`config.mk`:
```
export PLATFORM = sky130hd
export DESIGN_NAME = tcc_top
export DESIGN_NICKNAME = d
export VERILOG_FILES = /design/src/rtl/tcc_pkg.sv /design/src/rtl/tcc_ctrl.sv /design/src/rtl/tcc_lane.sv /design/src/rtl/tcc_refs.sv /design/src/rtl/tcc_top.sv
export SDC_FILE = /design/constraint.sdc
export NUM_CORES = 1
export LEC_CHECK = 0
export ABC_AREA = 1
export BUFFER_PORTS_ARGS = -buffer_cell sky130_fd_sc_hd__buf_2
export CAP_MARGIN = 10
export CORE_ASPECT_RATIO = 0.9
export CORE_UTILIZATION = 40
export DETAILED_ROUTE_END_ITERATION = 10
export SYNTH_ARGS = -nofsm -noshare
export SYNTH_HDL_FRONTEND = slang
export SYNTH_SLANG_ARGS = --single-unit
```
`constraint.sdc`:
```
create_clock -name clk -period 2 [get_ports clk]
set_input_delay 0.2 -clock clk [delete_from_list [all_inputs] [get_ports clk]]
set_output_delay 0.2 -clock clk [all_outputs]
set_load 0.03 [all_outputs]
```
`src/rtl/tcc_pkg.sv`:
```
`timescale 1ns/1ps
package tcc_pkg;
    typedef enum logic [1:0] {
        ST_IDLE  = 2'd0,
        ST_PRIME = 2'd1,
        ST_COUNT = 2'd2,
        ST_DONE  = 2'd3
    } tcc_state_e;
endpackage

```
`src/rtl/tcc_ctrl.sv`:
```
`timescale 1ns/1ps
module tcc_ctrl
    import tcc_pkg::*;
(
    input  logic clk,
    input  logic rst_n,
    input  logic start_i,
    input  logic stop_i,
    input  logic smp_en_i,
    output logic clr_o,
    output logic load_o,
    output logic count_o,
    output logic capture_o,
    output logic done_o
);
    tcc_state_e state_q, state_d;

    // state register
    always_ff @(posedge clk or negedge rst_n) begin
        if (!rst_n) state_q <= ST_IDLE;
        else        state_q <= state_d;
    end

    // next state
    always_comb begin
        state_d = state_q;
        if (start_i) begin
            state_d = ST_PRIME;
        end else begin
            unique case (state_q)
                ST_IDLE:  state_d = ST_IDLE;
                ST_PRIME: begin
                    if (stop_i)        state_d = ST_DONE;
                    else if (smp_en_i) state_d = ST_COUNT;
                end
                ST_COUNT: begin
                    if (stop_i) state_d = ST_DONE;
                end
                ST_DONE:  state_d = ST_IDLE;
                default:  state_d = ST_IDLE;
            endcase
        end
    end

    // outputs
    always_comb begin
        clr_o     = start_i;
        load_o    = 1'b0;
        count_o   = 1'b0;
        capture_o = 1'b0;
        done_o    = 1'b0;
        unique case (state_q)
            ST_IDLE: ;
            ST_PRIME: begin
                load_o    = smp_en_i && !stop_i && !start_i;
                capture_o = stop_i && !start_i;
            end
            ST_COUNT: begin
                count_o   = smp_en_i && !stop_i && !start_i;
                capture_o = stop_i && !start_i;
            end
            ST_DONE: done_o = 1'b1;
            default: ;
        endcase
    end
endmodule

```
`src/rtl/tcc_lane.sv`:
```
`timescale 1ns/1ps
module tcc_lane #(
    parameter int CNT_W = 8
) (
    input  logic             clk,
    input  logic             rst_n,
    input  logic             clr_i,
    input  logic             load_i,
    input  logic             count_i,
    input  logic             bit_i,
    output logic [CNT_W-1:0] cnt_o
);
    localparam logic [CNT_W-1:0] CNT_MAX = {CNT_W{1'b1}};

    logic             prev_q;
    logic [CNT_W-1:0] cnt_q;
    logic             edge_w;

    assign edge_w = count_i && (bit_i != prev_q);

    always_ff @(posedge clk or negedge rst_n) begin
        if (!rst_n) begin
            prev_q <= 1'b0;
            cnt_q  <= '0;
        end else if (clr_i) begin
            prev_q <= 1'b0;
            cnt_q  <= '0;
        end else begin
            if (load_i || count_i) prev_q <= bit_i;
            if (edge_w && cnt_q != CNT_MAX) cnt_q <= cnt_q + 1'b1;
        end
    end

    assign cnt_o = cnt_q;
endmodule

```
`src/rtl/tcc_refs.sv`:
```
`timescale 1ns/1ps
module tcc_refs #(
    parameter int NPINS = 4,
    parameter int CNT_W = 8,
    parameter int IDX_W = 2
) (
    input  logic                   clk,
    input  logic                   rst_n,
    input  logic                   we_i,
    input  logic [IDX_W-1:0]       addr_i,
    input  logic [CNT_W-1:0]       data_i,
    output logic [NPINS*CNT_W-1:0] refs_o
);
    for (genvar g = 0; g < NPINS; g++) begin : g_slot
        logic [CNT_W-1:0] slot_q;
        always_ff @(posedge clk or negedge rst_n) begin
            if (!rst_n) slot_q <= '0;
            else if (we_i && addr_i == IDX_W'(g)) slot_q <= data_i;
        end
        assign refs_o[g*CNT_W +: CNT_W] = slot_q;
    end
endmodule

```
`src/rtl/tcc_top.sv`:
```
`timescale 1ns/1ps
module tcc_top #(
    parameter int NPINS = 4,
    parameter int CNT_W = 8,
    localparam int IDX_W = (NPINS > 1) ? $clog2(NPINS) : 1
) (
    input  logic                   clk,
    input  logic                   rst_n,
    input  logic [NPINS-1:0]       resp_i,
    input  logic                   smp_en_i,
    input  logic                   start_i,
    input  logic                   stop_i,
    input  logic                   ref_we_i,
    input  logic [IDX_W-1:0]       ref_addr_i,
    input  logic [CNT_W-1:0]       ref_data_i,
    output logic [NPINS*CNT_W-1:0] cnt_o,
    output logic [NPINS-1:0]       mism_o,
    output logic                   pass_o,
    output logic                   done_o
);
    logic clr_w, load_w, count_w, capture_w;
    logic [NPINS*CNT_W-1:0] refs_w;
    logic [NPINS-1:0]       neq_w;
    logic [NPINS-1:0]       mism_q;
    logic                   pass_q;

    tcc_ctrl u_ctrl (
        .clk       (clk),
        .rst_n     (rst_n),
        .start_i   (start_i),
        .stop_i    (stop_i),
        .smp_en_i  (smp_en_i),
        .clr_o     (clr_w),
        .load_o    (load_w),
        .count_o   (count_w),
        .capture_o (capture_w),
        .done_o    (done_o)
    );

    tcc_refs #(.NPINS(NPINS), .CNT_W(CNT_W), .IDX_W(IDX_W)) u_refs (
        .clk    (clk),
        .rst_n  (rst_n),
        .we_i   (ref_we_i),
        .addr_i (ref_addr_i),
        .data_i (ref_data_i),
        .refs_o (refs_w)
    );

    for (genvar g = 0; g < NPINS; g++) begin : g_lane
        tcc_lane #(.CNT_W(CNT_W)) u_lane (
            .clk     (clk),
            .rst_n   (rst_n),
            .clr_i   (clr_w),
            .load_i  (load_w),
            .count_i (count_w),
            .bit_i   (resp_i[g]),
            .cnt_o   (cnt_o[g*CNT_W +: CNT_W])
        );
        assign neq_w[g] = cnt_o[g*CNT_W +: CNT_W] != refs_w[g*CNT_W +: CNT_W];
    end

    always_ff @(posedge clk or negedge rst_n) begin
        if (!rst_n) begin
            mism_q <= '0;
            pass_q <= 1'b0;
        end else if (clr_w) begin
            mism_q <= '0;
            pass_q <= 1'b0;
        end else if (capture_w) begin
            mism_q <= neq_w;
            pass_q <= ~|neq_w;
        end
    end

    assign mism_o = mism_q;
    assign pass_o = pass_q;
endmodule

```
==> results of run 1 <==
[power breakdown]
| group | total, mW | switching (mW) | internal (mW) |
|---|---|---|---|
| logic | 0.800 | 0.511 | 0.289 |
| registers | 1.87 | 0.165 | 1.70 |
| clock network | 1.43 | 0.570 | 0.859 |
| total | 4.10 | 1.25 | 2.85 |
[timing repair]
item / CTS / global route
setup endpoints to repair: 0 / 0
endpoints found under the hold margin: 17 / 0
hold buffers: 1 / 0
[cell type report]
class | count | area [sq um] | share of cell area
inverters | 52 | 195.2 | 0.04269
clock buffers | 11 | 141.4 | 0.03093
flip-flops and latches | 75 | 1877 | 0.4105
multi-input cells | 346 | 1775 | 0.3883
well taps | 122 | 152.6 | 0.03339
clock inverters | 5 | 100.1 | 0.02189
repair buffers | 61 | 330.3 | 0.07225
[stage by stage]
step	instances	util	hold slack (ns)	power (mW)
after floorplan	482	-	-0.09559	2.438
after global placement	655	0.4651	0.1791	2.682
after detailed placement	655	0.4651	0.1702	2.698
after CTS	672	0.4921	0.09621	4.133
after global routing	672	0.4921	0.1082	4.325
final	672	0.4921	0.1096	4.098
[state kept, by name, summed over array words and instances (netlist names)]
register and count:
g_lane.u_lane.cnt_o 32, u_refs.g_slot.slot_q 32, g_lane.u_lane.prev_q 4, mism_o 4, u_ctrl.state_q 2, pass_o 1
[worst max-delay path, cell delays in order, from the launching register on]
cell	delay (ns)
dfrtp_1	0.46
ha_1	0.22
nand2_1	0.10
nor3_2	0.23
nand3_1	0.16
nand2_2	0.22
nand2_1	0.13
a21oi_1	0.15
[kinds of logic (layout without fill, tap and decap cells)]
| kind of cell | after synthesis | in the layout | synth area share |
|---|---|---|---|
| XOR/XNOR | 37 | 37 | 0.08304 |
| flip-flops | 75 | 75 | 0.4809 |
| buffers and inverters | 61 | 129 | 0.06412 |
| AO/OA/AOI/OAI | 76 | 76 | 0.1023 |
| AND/OR/NAND/NOR | 226 | 226 | 0.2472 |
| adder cells (fa/ha/maj) | 7 | 7 | 0.02244 |
[cell usage in the layout, fill, tap and decap left out, types with 10 or more instances in the layout]
cell type and n:
buf_2 57, clkbuf_8 10, dfrtp_1 75, inv_1 52
nand2_1 129, nand3_1 42, nor2_1 36, o21ai_0 61
xnor2_1 20, xor2_1 17
[routing by layer]
layer / wire length (um) / track usage / vias up
met2: 3863 / 0.2960 / 78
li1: - / - / 1681
met5: 0 / 0 / -
met1: 4594 / 0.2708 / 1574
met4: 117 / 0.05556 / 0
met3: 534 / 0.06297 / 12
[path summary, 6_finish.rpt]
path	start	end	slack (ns)	cells after the start
max	g_lane[1].u_lane.cnt_o[0]	g_lane[1].u_lane.cnt_o[0]	0.25	7
min	resp_i[0]	g_lane[0].u_lane.prev_q	0.11	3
max reg2reg	g_lane[1].u_lane.cnt_o[0]	g_lane[1].u_lane.cnt_o[0]	0.25	7
min reg2reg	pass_o	pass_o	0.48	2
max in group asynchronous	rst_n	g_lane[3].u_lane.prev_q	1.05	3
min in group asynchronous	rst_n	g_lane[0].u_lane.cnt_o[2]	0.33	2
==> flow_summary.ini, run 1 <==
[sta]
maxSlewViolCount = 0
max_slew_margin = 0.6695
fin_crit_ns = 1.748
grt_setup_unrepaired = false
setup_viol = 0
worstMarginPinSlew_ns = 0.4943
tns_ns = 0
period_share = 0.8739
hold_viol_final = 0
fmax_mhz = 572.1
fin_skew_ns = 0.01178
setup_ws_ns = 0.2521

[drt]
drtPass1Iterations = 4
drc = 0
via_per_inst = 4.978
drt_iter0_drc = 128
vias = 3345
ant_nets = 0
wl_per_cell_um = 13.56
routed_wl_um = 9110

[worst_setup_path]
end_kind = register
critical_path_class = register to register
worstPathArrival_ns = 2.03
path_max_fanout = 12
required_ns = 2.28
cp-start-kind = register

[place]
globalplace.congestion = 0.7991
place.port_buffers = 57
hpwl_um = 6683
place_ws_ns = 0.2491
place_area_sq_mm = 0.004320

[logic_synthesis]
ys_async_sr_fraction = 1.000
synth_edf_count = 0
synth_seq_cells = 75
synth_area_sq_mm = 0.003902
yosysMostFrequentCell = nand2_1
ys_warn_count = 0
synth_cell_types = 26
syn_area_per_cell_sq_um = 8.096
synthTopCellsByCount = nand2_1, dfrtp_1, o21ai_0
ys.flop_type = dfrtp_1
synth_fp_nets = 509
yosysTopAreaCellShare = 0.4809
synth_top_area_cell = dfrtp_1
netlist_instances = 482
ys_seq_area_frac = 0.4809
ys_top_cells_by_area = dfrtp_1, nand2_1, o21ai_0, nand3_1, inv_1

[cts]
ctsRootBufferMaster = clkbuf_8
path_clk_slew_ns = 0.07
numCtsBuffers = 9
cts_tree = yes
ctsResizeCount = 0
cts_setup_buffers = 0
clk_path_buf_depth = 2
cts_sinks = 75
htree_levels = 3
insertion_delay_ns = 0.36

[die]
die-area_sq_mm = 0.01016
dieWidth_um = 106.1
start_util = 0.4201
dieHeight_um = 95.71
rows = 33
core_area_sq_mm = 0.009290
top_level_ports = 58

[cells_and_area]
fin_area_sq_mm = 0.004572
antenna_cells = 0
layout-drive-gt1-share = 0.1564
fillers = 918
fin_nets = 572
area_growth_pct = 17.15

[global_route]
grt_usage = 0.1961
antenna_found_initial = 1
grt_pass1_wl_um = 15170
grt-ovfl-total = 0
grt_max_degree = 41
first_global_vias = 3093

[flow_run]
cap_violations = 0

[pwr]
ir_worst_vdd_mv = 0.6033
power.density_mw_per_mm2 = 896.3
power_leakage_nw = 2.366

[run_status]
status = finished clean

[worst_hold_path]
min_path_type = primary input to register
Note: power is estimated with default switching activity, not from simulation.
==> inputs of run 2 (changes only) <==
Settings changed: GPL_TIMING_DRIVEN from default to 0.
==> run 2 against run 1 <==
Compared with the run above: fmax down 1.7%; routed wire length grew 2.3%; cell area about the same; count of clock-buffer cells in the layout shrank 2; clock power is 20% lower; critical path type unchanged; critical endpoint is now g_lane[3].u_lane.cnt_o[1]; largest power group unchanged.
==> flow_summary.ini, run 2 (synthesized netlist as in run 1, its figures left out) <==
[sta]
period_share = 0.8895
fmax_mhz = 562.1
fin_skew_ns = 0.01031
grt_setup_unrepaired = false
setup_viol = 0
tns_ns = 0
hold_viol_final = 0
fin_hold_ws_ns = 0.1259
max_slew_margin = 0.7307
worstMarginPinSlew_ns = 0.3998
fin_crit_ns = 1.779
setup_ws_ns = 0.2210
maxSlewViolCount = 0

[worst_hold_path]
min_path_type = primary input to register

[drt]
routed_wl_um = 9321
vias = 3379
wl_per_cell_um = 13.75
via_per_inst = 4.984
drtPass1Iterations = 4
drt_iter0_drc = 203
drc = 0
ant_nets = 0

[global_route]
grt_pass1_wl_um = 15560
grt_max_degree = 59
antenna_found_initial = 0
grt_usage = 0.1996
grt-ovfl-total = 0
first_global_vias = 3168

[cells_and_area]
final_common_cell = nand2_1
final_cell_mix = nand2_1, dfrtp_1, o21ai_0
fin_nets = 578
area_growth_pct = 17.12
fillers = 942
layout-drive-gt1-share = 0.1619
antenna_cells = 0

[worst_setup_path]
end_kind = register
required_ns = 2.26
critical_path_class = register to register
cp-start-kind = register
path_max_fanout = 10
worstPathArrival_ns = 2.04

[place]
place.port_buffers = 56
hpwl_um = 6839
globalplace.congestion = 0.8347
place_ws_ns = 0.1921

[cts]
htree_levels = 3
insertion_delay_ns = 0.35
cts_sinks = 75
numCtsBuffers = 9
clk_path_buf_depth = 2
ctsRootBufferMaster = clkbuf_8
cts_tree = yes
path_clk_slew_ns = 0.08

[die]
dieHeight_um = 95.71
top_level_ports = 58
die-area_sq_mm = 0.01016
rows = 33
start_util = 0.4201
core_area_sq_mm = 0.009290
dieWidth_um = 106.1

[run_status]
status = finished clean

[flow_run]
cap_violations = 0

[pwr]
ir_worst_vdd_mv = 0.4965
power_leakage_nw = 2.357
total_power_mw = 3.838
power.density_mw_per_mm2 = 839.8
==> run 2: cell types whose count changed in the layout (fill, tap and decap cells not counted), moves of 2 or more <==
cell and change:
buf_6 +2, bufinv_16 -2, clkbuf_1 +3, clkinvlp_4 +2
==> run 2: cell type report <==
class / instances / area (sq um) / area share
Clock inverter: 7 / 68.82 / 0.01506
Sequential cell: 75 / 1877 / 0.4106
Multi-Input combinational cell: 346 / 1778 / 0.3890
Tap cell: 122 / 152.6 / 0.03340
Inverter: 52 / 195.2 / 0.04270
Buffer: 9 / 55.05 / 0.01204
Clock buffer: 9 / 123.9 / 0.02710
Timing Repair Buffer: 58 / 320.3 / 0.07008
==> run 2: worst max-delay path, cell delays in order, from the launching register on <==
cell	delay, ns
dfrtp_1	0.47
ha_1	0.22
nand2_1	0.09
nor2_1	0.17
nand4_1	0.22
nand2_2	0.26
nand2_4	0.10
o21ai_0	0.16
==> run 2: path summary, 6_finish.rpt <==
path                                            start                          to  slack [ns]  cells after the start
max reg2reg                 g_lane[3].u_lane.cnt_o[0]   g_lane[3].u_lane.cnt_o[1]        0.22                      7
max in group asynchronous                       rst_n  u_refs.g_slot[2].slot_q[6]        1.15                      3
max                         g_lane[3].u_lane.cnt_o[0]   g_lane[3].u_lane.cnt_o[1]        0.22                      7
min in group asynchronous                       rst_n   g_lane[0].u_lane.cnt_o[5]        0.29                      2
min                                         resp_i[2]     g_lane[2].u_lane.prev_q        0.13                      3
min reg2reg                u_refs.g_slot[2].slot_q[5]  u_refs.g_slot[2].slot_q[5]        0.49                      2
==> run 2: timing repair <==
item / in CTS / in global routing
hold endpoints to repair: 17 / 0
hold buffers: 1 / 0
setup buffers: 0 / 0
resized for setup: 0 / 1
setup endpoints to repair: 0 / 1
==> run 2: routing by layer <==
| layer | vias to the layer above | global-route usage | part of all wire |
|---|---|---|---|
| li1 | 1688 | - | - |
| met1 | 1604 | 0.2857 | 0.49 |
| met2 | 79 | 0.3106 | 0.45 |
| met3 | 8 | 0.04198 | 0.051 |
| met4 | 0 | 0.04630 | 0.0069 |
| met5 | - | 0 | 0 |
==> run 2: where the power goes <==
part           switching [mW]  internal (mW)  leakage, nW
combinational           0.512          0.295         1.27
sequential              0.175           1.70        0.989
clock                   0.582          0.572       0.0950
==> run 2: per-stage QoR <==
stage          area [sq um]  instances  utilization
3_3_place_gp           4335        660       0.4667
6_report               4571        678       0.4920
3_5_place_dp           4365        661       0.4699
4_1_cts                4568        678       0.4917
2_1_floorplan          3902        482            -
5_1_grt                4571        678       0.4920
